`src/rtl/irqb_pkg.sv`:
```
package irqb_pkg;
   localparam int NUM_SRC = 6;
   localparam int NUM_EXT = 2;
   localparam int NUM_INT = 4;
   localparam int SRC_W   = $clog2(NUM_SRC);

   // flag index order is also the priority order (lowest wins)
   typedef enum logic [SRC_W-1:0] {
      SRC_EXT0 = 3'd0,
      SRC_TMR0 = 3'd1,
      SRC_EXT1 = 3'd2,
      SRC_TMR1 = 3'd3,
      SRC_SER  = 3'd4,
      SRC_SPI  = 3'd5
   } irq_src_e;
endpackage

```
`src/rtl/irqb_pin_sampler.sv`:
```
module irqb_pin_sampler #(
   parameter int STAGES = 1
) (
   input  logic clk,
   input  logic rst_n,
   input  logic pin_n,
   output logic fall_o,
   output logic low_o
);
   localparam int SH_W = STAGES + 1;

   logic [SH_W-1:0] sh_q;

   always_ff @(posedge clk or negedge rst_n) begin
      if (!rst_n) sh_q <= '1;
      else        sh_q <= {sh_q[SH_W-2:0], pin_n};
   end

   // newest sample at STAGES-1, the one before it at STAGES
   assign fall_o = sh_q[STAGES] & ~sh_q[STAGES-1];
   assign low_o  = ~sh_q[STAGES-1];
endmodule

```
`src/rtl/irqb_flag_bank.sv`:
```
module irqb_flag_bank
   import irqb_pkg::*;
(
   input  logic               clk,
   input  logic               rst_n,
   input  logic [NUM_EXT-1:0] ext_fall,
   input  logic [NUM_EXT-1:0] ext_low,
   input  logic [NUM_EXT-1:0] ext_edge_mode,
   input  logic [NUM_INT-1:0] int_set,
   input  logic               ack,
   input  logic [SRC_W-1:0]   ack_idx,
   output logic [NUM_SRC-1:0] flags
);
   logic [NUM_SRC-1:0] set_vec;
   logic [NUM_SRC-1:0] lvl_sel;
   logic [NUM_SRC-1:0] lvl_val;

   always_comb begin
      set_vec = '0;
      lvl_sel = '0;
      lvl_val = '0;
      set_vec[SRC_EXT0] = ext_fall[0];
      set_vec[SRC_EXT1] = ext_fall[1];
      set_vec[SRC_TMR0] = int_set[0];
      set_vec[SRC_TMR1] = int_set[1];
      set_vec[SRC_SER]  = int_set[2];
      set_vec[SRC_SPI]  = int_set[3];
      lvl_sel[SRC_EXT0] = ~ext_edge_mode[0];
      lvl_sel[SRC_EXT1] = ~ext_edge_mode[1];
      lvl_val[SRC_EXT0] = ext_low[0];
      lvl_val[SRC_EXT1] = ext_low[1];
   end

   for (genvar i = 0; i < NUM_SRC; i++) begin : g_flag
      logic clr;
      assign clr = ack && (ack_idx == SRC_W'(i));
      always_ff @(posedge clk or negedge rst_n) begin
         if (!rst_n)          flags[i] <= 1'b0;
         else if (lvl_sel[i]) flags[i] <= lvl_val[i];
         else                 flags[i] <= set_vec[i] | (flags[i] & ~clr);
      end
   end
endmodule

```
`src/rtl/irqb_qualify.sv`:
```
module irqb_qualify
   import irqb_pkg::*;
(
   input  logic               clk,
   input  logic               rst_n,
   input  logic [NUM_SRC-1:0] flags,
   input  logic [NUM_SRC-1:0] src_en,
   input  logic               glob_en,
   input  logic               last_cyc,
   input  logic               one_cyc,
   output logic [NUM_SRC-1:0] qual
);
   logic [NUM_SRC-1:0] snap_q;
   logic [NUM_SRC-1:0] snap_last_q;
   logic [NUM_SRC-1:0] window;

   always_ff @(posedge clk or negedge rst_n) begin
      if (!rst_n) begin
         snap_q      <= '0;
         snap_last_q <= '0;
      end else begin
         snap_q <= flags;
         if (last_cyc) snap_last_q <= flags;
      end
   end

   // one-cycle instruction: use the prior instruction's final-cycle capture
   assign window = one_cyc ? snap_last_q : snap_q;
   assign qual   = window & flags & src_en & {NUM_SRC{glob_en}};
endmodule

```
`src/rtl/irqb_prio_pick.sv`:
```
module irqb_prio_pick #(
   parameter int N = 6,
   parameter int W = 3
) (
   input  logic [N-1:0] req,
   input  logic         last_cyc,
   output logic         take,
   output logic [W-1:0] idx
);
   always_comb begin
      idx = '0;
      for (int i = N - 1; i >= 0; i--) begin
         if (req[i]) idx = i[W-1:0];
      end
   end

   assign take = last_cyc & (|req);
endmodule

```
`src/rtl/irq_boundary_unit.sv`:
```
module irq_boundary_unit
   import irqb_pkg::*;
#(
   parameter int SYNC_STAGES = 1
) (
   input  logic               clk,
   input  logic               rst_n,
   input  logic [NUM_EXT-1:0] ext_pin_n,
   input  logic [NUM_EXT-1:0] ext_edge_mode,
   input  logic [NUM_INT-1:0] int_set,
   input  logic               glob_en,
   input  logic [NUM_SRC-1:0] src_en,
   input  logic               last_cyc,
   input  logic               one_cyc,
   input  logic               irq_ack,
   input  logic [SRC_W-1:0]   ack_vec,
   output logic               take_irq,
   output logic [SRC_W-1:0]   take_vec,
   output logic [NUM_SRC-1:0] flags_o
);
   if (SYNC_STAGES < 1 || SYNC_STAGES > 4) begin : g_bad_stages
      $error("SYNC_STAGES must lie in 1..4");
   end

   logic [NUM_EXT-1:0] ext_fall;
   logic [NUM_EXT-1:0] ext_low;
   logic [NUM_SRC-1:0] qual;

   for (genvar e = 0; e < NUM_EXT; e++) begin : g_pin
      irqb_pin_sampler #(.STAGES(SYNC_STAGES)) smp_i (
         .clk    (clk),
         .rst_n  (rst_n),
         .pin_n  (ext_pin_n[e]),
         .fall_o (ext_fall[e]),
         .low_o  (ext_low[e])
      );
   end

   irqb_flag_bank bank_i (
      .clk           (clk),
      .rst_n         (rst_n),
      .ext_fall      (ext_fall),
      .ext_low       (ext_low),
      .ext_edge_mode (ext_edge_mode),
      .int_set       (int_set),
      .ack           (irq_ack),
      .ack_idx       (ack_vec),
      .flags         (flags_o)
   );

   irqb_qualify qual_i (
      .clk      (clk),
      .rst_n    (rst_n),
      .flags    (flags_o),
      .src_en   (src_en),
      .glob_en  (glob_en),
      .last_cyc (last_cyc),
      .one_cyc  (one_cyc),
      .qual     (qual)
   );

   irqb_prio_pick #(.N(NUM_SRC), .W(SRC_W)) pick_i (
      .req      (qual),
      .last_cyc (last_cyc),
      .take     (take_irq),
      .idx      (take_vec)
   );
endmodule

```
`config.mk`:
```
export PLATFORM = sky130hd
export DESIGN_NAME = irq_boundary_unit
export DESIGN_NICKNAME = d
export VERILOG_FILES = /design/src/rtl/irqb_pkg.sv /design/src/rtl/irqb_pin_sampler.sv /design/src/rtl/irqb_flag_bank.sv /design/src/rtl/irqb_qualify.sv /design/src/rtl/irqb_prio_pick.sv /design/src/rtl/irq_boundary_unit.sv
export SDC_FILE = /design/constraint.sdc
export NUM_CORES = 1
export LEC_CHECK = 0
export BUFFER_PORTS_ARGS = -buffer_cell sky130_fd_sc_hd__buf_4
export CAP_MARGIN = 20
export CORE_ASPECT_RATIO = 0.7
export CORE_MARGIN = 2
export CORE_UTILIZATION = 43
export DETAILED_ROUTE_END_ITERATION = 8
export PLACE_DENSITY = 0.71
export SETUP_SLACK_MARGIN = 0.2
export SYNTH_ARGS = -nofsm -noshare
export SYNTH_HDL_FRONTEND = slang
export SYNTH_SLANG_ARGS = --single-unit
```
`constraint.sdc`:
```
create_clock -name clk -period 2.9 [get_ports clk]
set_input_delay 0.29 -clock clk [delete_from_list [all_inputs] [get_ports clk]]
set_output_delay 0.29 -clock clk [all_outputs]
set_load 0.1 [all_outputs]
```
# After elaboration in Yosys (flattened, before gate mapping)
# Index checks and enable logic that the tools add are counted.
# classes
n_eq_ne	5
reduce_logical	8
muxes	9
n_bitwise	26
# ops
cell	count
bitwise AND 6 bit	3
2-to-1 mux 3 bit	6
bitwise AND 1 bit	9
NOT 1 bit	8
== test 3 x 2 -> 1 bit, second input constant	2
== test 3 bit, second input constant	2
logical AND 1 bit	6
2-to-1 mux 6 bit	1
bitwise OR 1 bit	6
OR reduction 6 bit	1
== test 3 x 1 -> 1 bit, second input constant	1
zero test 3 bit	1
2-to-1 mux 1 bit	2
# word_totals
register_bits	22
wordCells	58

# Longest topological paths before layout
# Gate-level depths: netlist of the first run.
# logic_depth
ltp_word	10
depth_mapped	5
ltp_nobuf	4

# Modules after synthesis
# A second synthesis of the first run with hierarchy kept.
# unflattened
cells_unflattened	78
hier_area_um2	984.7
# by_module_without_submodules
module	cells_each	n_inst	seq_area_each_um2	area_per_inst_um2
irqb_qualify	38	1	300.3	521.8
irqb_flag_bank	22	1	150.1	276.5
irqb_pin_sampler	4	2	52.6	62.6
irqb_prio_pick	10	1	0.0	61.3

# Least setup slack after synthesis of the first run
# OpenSTA, ideal clock, no wires.
# synth_timing
kind	register to output
startpoint	register bank_i.flags[0]
endpoint	output port take_irq
stages_incl_launch_ff	5
path_buffers	0
slack_ns	-0.987
t_arrival_ns	3.597
required_ns	2.610
cell_sequence	dfrtp_1 -> nand3_1 -> nor2_1 -> nor4_2 -> a21boi_0
# synth_via
elab_chain_len	5
# synth_rtl
item	line_no	source
start, declared	irqb_flag_bank.sv:12	output logic [NUM_SRC-1:0] flags
start signal, assigned by index	irqb_flag_bank.sv:39	else if (lvl_sel[i]) flags[i] <= lvl_val[i];
start signal, assigned by index	irqb_flag_bank.sv:40	else flags[i] <= set_vec[i] | (flags[i] & ~clr);
bitwise AND 6 bit (3 in series)	irqb_qualify.sv:29	assign qual = window & flags & src_en & {NUM_SRC{glob_en}};
OR reduction 6 bit	irqb_prio_pick.sv:17	assign take = last_cyc & (|req);
bitwise AND 1 bit	irqb_prio_pick.sv:17	
end, declared	irq_boundary_unit.sv:17	output logic take_irq,
# Every way passes these cells.

# Worst setup path in the final report of the first run
# layout_timing
startpoint	register qual_i.snap_last_q[0]
endpoint	output port take_vec[2]
# layout_via
elab_chain_len	5
# layout_rtl
item	line_no	source
start, declared	irqb_qualify.sv:14	logic [NUM_SRC-1:0] snap_last_q;
start signal, assigned	irqb_qualify.sv:23	if (last_cyc) snap_last_q <= flags;
2-to-1 mux 6 bit	irqb_qualify.sv:28	assign window = one_cyc ? snap_last_q : snap_q;
bitwise AND 6 bit (3 in series)	irqb_qualify.sv:29	
2-to-1 mux 3 bit	irqb_prio_pick.sv:13	if (req[i]) idx = i[W-1:0];
end, declared	irq_boundary_unit.sv:18	output logic [SRC_W-1:0] take_vec,
# Every way passes these cells.

==> results of run 1 <==
[sequential cells by signal, indices dropped and copies added, names as in the netlist]
signal	cells
qual_i.snap_last_q	6
g_pin.smp_i.sh_q	4
qual_i.snap_q	6
bank_i.flags	6
[Yosys cell counts (2+ instances only)]
cell type  number
mux2i_1         5
nor2b_1         3
nand3_1         5
nand2_1         3
mux2_2          6
nor2_1          8
dfrtp_1        18
nand4b_1        2
dfstp_2         4
a21o_1          4
o21ai_0         2
[worst paths after layout]
kind / start / endpoint / slack (ps) / cells after the start
max in group asynchronous: rst_n / g_pin[1].smp_i.sh_q[1] / 2240 / 2
min in group asynchronous: rst_n / qual_i.snap_q[3] / 390 / 2
hold / removal: ext_pin_n[0] / g_pin[0].smp_i.sh_q[0] / 80 / 1
setup reg to reg: bank_i.flags[5] / qual_i.snap_last_q[5] / 2050 / 1
setup / recovery: qual_i.snap_last_q[0] / take_vec[2] / 810 / 5
hold reg to reg: g_pin[1].smp_i.sh_q[0] / g_pin[1].smp_i.sh_q[1] / 380 / 0
[report_power, final]
group | switching [mW] | internal, mW | total (mW)
Sequential | 0.0117 | 0.327 | 0.339
Combinational | 0.124 | 0.0596 | 0.183
Clock | 0.0881 | 0.0766 | 0.165
Total | 0.223 | 0.464 | 0.687
[cell families after synthesis]
group / after synthesis / synth area share
flip-flops: 22 / 0.598
buffers and inverters: 2 / 0.0162
multiplexers: 12 / 0.143
AND/OR/NAND/NOR: 26 / 0.154
AO/OA/AOI/OAI: 12 / 0.0890
[worst max-delay path: stages, from the launching register on]
cell	delay, ps
dfrtp_1	390
mux2i_1	180
nor2_1	120
nor4_2	310
nor2b_2	200
buf_4	290
[layout make-up]
type | count | area (um^2) | area share
flip-flops and latches | 22 | 556 | 0.446
multi-input cells | 50 | 374 | 0.300
repair buffers | 33 | 250 | 0.201
clock buffers | 4 | 36.3 | 0.0291
well taps | 24 | 30.0 | 0.0241
[routing by layer]
| metal | vias to the layer above | GRT usage |
|---|---|---|
| li1 | 338 | - |
| met1 | 335 | 0.217 |
| met2 | 27 | 0.255 |
| met3 | 2 | 0.0701 |
| met4 | 0 | 0.0400 |
| met5 | - | 0 |
[repair_timing]
| item | CTS | global route |
|---|---|---|
| hold buffers | 1 | 0 |
| hold endpoints to repair | 18 | 0 |
| gates resized for setup | 0 | 0 |
==> results.ini, run 1 <==
[outcome]
status = finished clean

[routing]
route.detailed.drc = 0
drt-total-wl_um = 1820
routed-via-count = 702
met2_length_um = 829
routed.top_layer = met4
routed-wl-met3_um = 140
wl_met1_um = 840
firstDrtPassIters = 4
via_per_inst = 5.28
avgRoutedWirePerCell_um = 13.7
ant_nets = 0
drt_iter0_markers = 20

[grt]
grt_pass1_wl_um = 3010
grtUsageTotal = 0.165
grt_pass1_vias = 659
gr-total-overflow = 0
antenna_found_initial = 0
grt_max_degree = 23

[cells_and_area]
final_util = 0.593
fill_cells = 185
n_antenna_cell = 0
fin_nets = 133
final_common_cell = buf_4
final_layout_size_suffix_gt1_frac = 0.477
synthToLayoutAreaGrowth_pct = 34.2
instances_no_fill = 133
stdcell_area_mm2 = 0.00125
most-common-layout-cells = buf_4, dfrtp_1, nor2_1, mux2_2

[yosys]
synth-seq-cells = 22
yosysTopAreaCell = dfrtp_1
ys_types = 25
ys_warn_count = 0
synthTopCellsByArea = dfrtp_1, dfstp_2, mux2_2, mux2i_1, a21o_1
synth_ff_type = dfrtp_1
netlist_area_um2 = 928
synthArstFlopShare = 1.00
synth_edf_count = 0
netlist_instances = 74
synth_top_cell_area_share = 0.485
yosysSeqAreaShare = 0.598
syn_avg_cell_area_um2 = 12.5
synth_fp_nets = 97

[power_and_ir_drop]
design_power_total_mw = 0.687
vdd_drop_max_mv = 0.324
leakage_nw = 0.531
powerDensity_mw_per_mm2 = 551

[cts]
clkSlewWorstSetupHoldPaths_ps = 110
cts_setup_buffers = 0
cts-buffers-inserted = 3
cts_htree_levels = 1
cts_buffer_depth = 2
ctsRootBufferMaster = clkbuf_4
cts_tree = built
clk_latency_ps = 300
clock-sinks = 22

[floorplan]
num_rows = 14
die_y_um = 42.9
io_pins = 33
initial_core_util = 0.442
dieWidth_um = 59.5
die_area_mm2 = 0.00255
core-area_mm2 = 0.00210

[sta]
final-setup-viol-count = 0
tightest_slew_ps = 295
max_freq_mhz = 479
period_share = 0.720
relSlewSlack = 0.801
skew_ps = 2.66
layout_min_cycle_time_ps = 2090
slew_violations = 0
tns_ps = 0
finalHoldViolCount = 0
holdWs_ps = 81.2
rsz0062_at_grt = false
fin_ws_ps = 813

[setup_path]
crit_fanout = 3
end_kind = output pin
crit_type = reg2out
cp-start-kind = register
arrival_ps = 1800
worstPathRequired_ps = 2610

[run]
drv_cap = 0

[placement]
place_inst = 128
dp_hpwl_um = 1410
place_ws_ps = 1030
routabilityCongestion = 0.773
portBuffers = 32
place_area_mm2 = 0.00120

[worst_hold_path]
hold_class = in2reg

Note: power is estimated with default switching activity, not from simulation.
==> inputs of run 2 (changes only) <==
--- a/config.mk
+++ b/config.mk
@@ -11,7 +11,7 @@
 export CORE_MARGIN = 2
 export CORE_UTILIZATION = 43
 export DETAILED_ROUTE_END_ITERATION = 8
-export PLACE_DENSITY = 0.71
+export PLACE_DENSITY = 0.73
 export SETUP_SLACK_MARGIN = 0.2
 export SYNTH_ARGS = -nofsm -noshare
 export SYNTH_HDL_FRONTEND = slang
==> constraint.sdc (replaced) <==
create_clock -name clk -period 1.86 [get_ports clk]
set_input_delay 0.186 -clock clk [delete_from_list [all_inputs] [get_ports clk]]
set_output_delay 0.186 -clock clk [all_outputs]
set_load 0.1 [all_outputs]
==> run 2 against run 1 <==
Sequential power rose by 57%. Final cell count rose by 8.3%. Critical path depth unchanged. Core utilization grew 12 points. Critical path type unchanged. First-iteration DRC count is 65% lower.
==> results.ini, run 2 (synthesized netlist as in run 1, its figures left out) <==
[outcome]
status = finished clean

[routing]
drt_iter0_markers = 7  ; -65%
drt-total-wl_um = 2070  ; +14%
avgRoutedWirePerCell_um = 14.3  ; +4.9%
route.detailed.drc = 0  ; unchanged
via_per_inst = 5.10  ; -3.4%
ant_nets = 0  ; unchanged
firstDrtPassIters = 3  ; -1
routed-via-count = 734  ; +4.6%

[sta]
skew_ps = 4.95  ; +2.29 ps
layout_min_cycle_time_ps = 1830
slew_violations = 0  ; unchanged
max_freq_mhz = 545
rsz0062_at_grt = true
period_share = 0.986
tightest_slew_ps = 311  ; +16.2 ps
final-setup-viol-count = 0  ; unchanged
relSlewSlack = 0.790  ; -0.0111
finalHoldViolCount = 0  ; unchanged
holdWs_ps = 55.0  ; -26.3 ps

[power_and_ir_drop]
power.internal_mw = 0.791  ; +71%
p_sw_mw = 0.382  ; +71%
clkPwrFrac = 0.219  ; -0.021
pwr-share-seq = 0.455  ; -0.039
p_sw_frac = 0.325  ; about the same
vdd_drop_max_mv = 0.501  ; +55%
design_power_total_mw = 1.17  ; +71%
p_comb_frac = 0.326  ; +0.059
powerDensity_mw_per_mm2 = 784  ; +42%
leakage_nw = 0.611  ; +15%

[setup_path]
reg2reg_from = bank_i.flags[0]
worstPathCellList = mux2i_1 -> nor2_2 -> nor4_4 -> nor2b_4 -> buf_12
arrival_ps = 1650  ; -150 ps
ff2ff_path_depth = 2  ; +1
worstPathRequired_ps = 1670  ; -940 ps
crit_type = reg2out
crit_fanout = 3  ; unchanged
end_kind = output pin
reg2reg_to = qual_i.snap_last_q[0]
cpPeakStageDelay_ps = 400  ; about the same
slowest_stage = dfrtp_1
cp-start-kind = register
reg2reg_slack_ps = 850  ; -1200 ps

[cells_and_area]
n_antenna_cell = 0  ; unchanged
reg_top3 = bank_i.flags x6, qual_i.snap_last_q x6, qual_i.snap_q x6
final_layout_size_suffix_gt1_frac = 0.658  ; +0.181
final_util = 0.712  ; +0.119
synthToLayoutAreaGrowth_pct = 61.2
fin_nets = 144  ; +8.3%
instances_no_fill = 144  ; +8.3%
most-common-layout-cells = buf_4, dfrtp_1, mux2_2
fill_cells = 146  ; -21%
final_common_cell = buf_4

[worst_hold_path]
hold_class = in2reg
worstHoldStart = int_set[0]
min_path_cells = 2  ; +1
whs_endpoint = bank_i.flags[1]

[cts]
cts_htree_levels = 1  ; unchanged
cts_tree = built
cts-buffers-inserted = 3  ; unchanged
clock-sinks = 22  ; unchanged
ctsRootBufferMaster = clkbuf_4
cts_buffer_depth = 2  ; unchanged
clk_latency_ps = 300  ; about the same
clkSlewWorstSetupHoldPaths_ps = 120  ; about the same

[run]
drv_cap = 0  ; unchanged

[placement]
routabilityCongestion = 0.782  ; +1.2%
portBuffers = 32  ; unchanged
dp_hpwl_um = 1480  ; +4.8%
place_inst = 129  ; +0.78%

[floorplan]
initial_core_util = 0.442  ; unchanged
dieWidth_um = 59.5  ; unchanged
io_pins = 33  ; unchanged
num_rows = 14  ; unchanged
die_y_um = 42.9  ; unchanged
core-area_mm2 = 0.00210  ; unchanged
die_area_mm2 = 0.00255  ; unchanged

[grt]
grtUsageTotal = 0.177  ; +0.0117
grt_pass1_vias = 710  ; +7.7%
antenna_found_initial = 0  ; unchanged
gr-total-overflow = 0  ; unchanged
grt_max_degree = 23  ; unchanged
grt_pass1_wl_um = 3270  ; +8.7%

==> run 2: cell count changes in the layout (fill, tap and decap cells not counted), sizes merged <==
cell,delta
buf,+9
dlygate4sd3,+2
==> run 2: critical path, delay by kind of cell, from the launching register on <==
kind,cells,cell delay (ps)
buffers and inverters,1,180
flip-flops,1,400
multiplexers,1,180
AND/OR/NAND/NOR,3,590
==> run 2: repair_timing <==
action | 4_1_cts | 5_1_grt
hold endpoints to repair | 24 | 0
hold buffers | 3 | 0
buffers inserted | 6 | 2
gates resized for setup | 18 | 2
pin swaps | 7 | 3
setup endpoints to repair | 4 | 4
==> run 2: power by group through the flow <==
stage / logic [mW] / clock network [mW] / registers [mW]
after CTS: 0.375 / 0.269 / 0.532
after floorplan: 0.168 / 0 / 0.591
final: 0.382 / 0.257 / 0.533
after detailed placement: 0.310 / 0 / 0.544
after global placement: 0.305 / 0 / 0.543
after global routing: 0.401 / 0.296 / 0.536
==> run 2: per-layer routing <==
metal  part of all wire  vias up  track usage
met5                  0        -            0
li1                   -      358            -
met4             0.0058        0       0.0489
met2               0.47       24        0.279
met1               0.46      350        0.235
met3              0.058        2       0.0579
==> run 2: final cells by class <==
type | instances | area (um^2) | area share
clock buffers | 4 | 36.3 | 0.0242
multi-input cells | 50 | 465 | 0.311
flip-flops and latches | 22 | 573 | 0.383
well taps | 24 | 30.0 | 0.0201
repair buffers | 44 | 392 | 0.262
==> run 2: worst max-delay path by stage <==
stage,start,end,slack (ps),cells past startpoint
2_1_floorplan,bank_i.flags[3],take_vec[0],-170,4
3_3_place_gp,one_cyc,take_vec[2],70,6
3_5_place_dp,one_cyc,take_vec[2],60,6
4_1_cts,qual_i.snap_last_q[4],take_vec[0],8,5
5_1_grt,qual_i.snap_last_q[1],take_vec[2],-80,5
6_report,qual_i.snap_last_q[1],take_vec[2],30,5
==> run 2: through the flow <==
| stage | instance area, um^2 | setup TNS (ps) | setup WS [ps] |
|---|---|---|---|
| final | 1500 | 0 | 26.5 |
| after global routing | 1500 | -155 | -79.5 |
| after CTS | 1470 | 0 | 8.48 |
| after detailed placement | 1290 | 0 | 57.3 |
| after global placement | 1290 | 0 | 70.3 |
| after floorplan | 1020 | -497 | -169 |
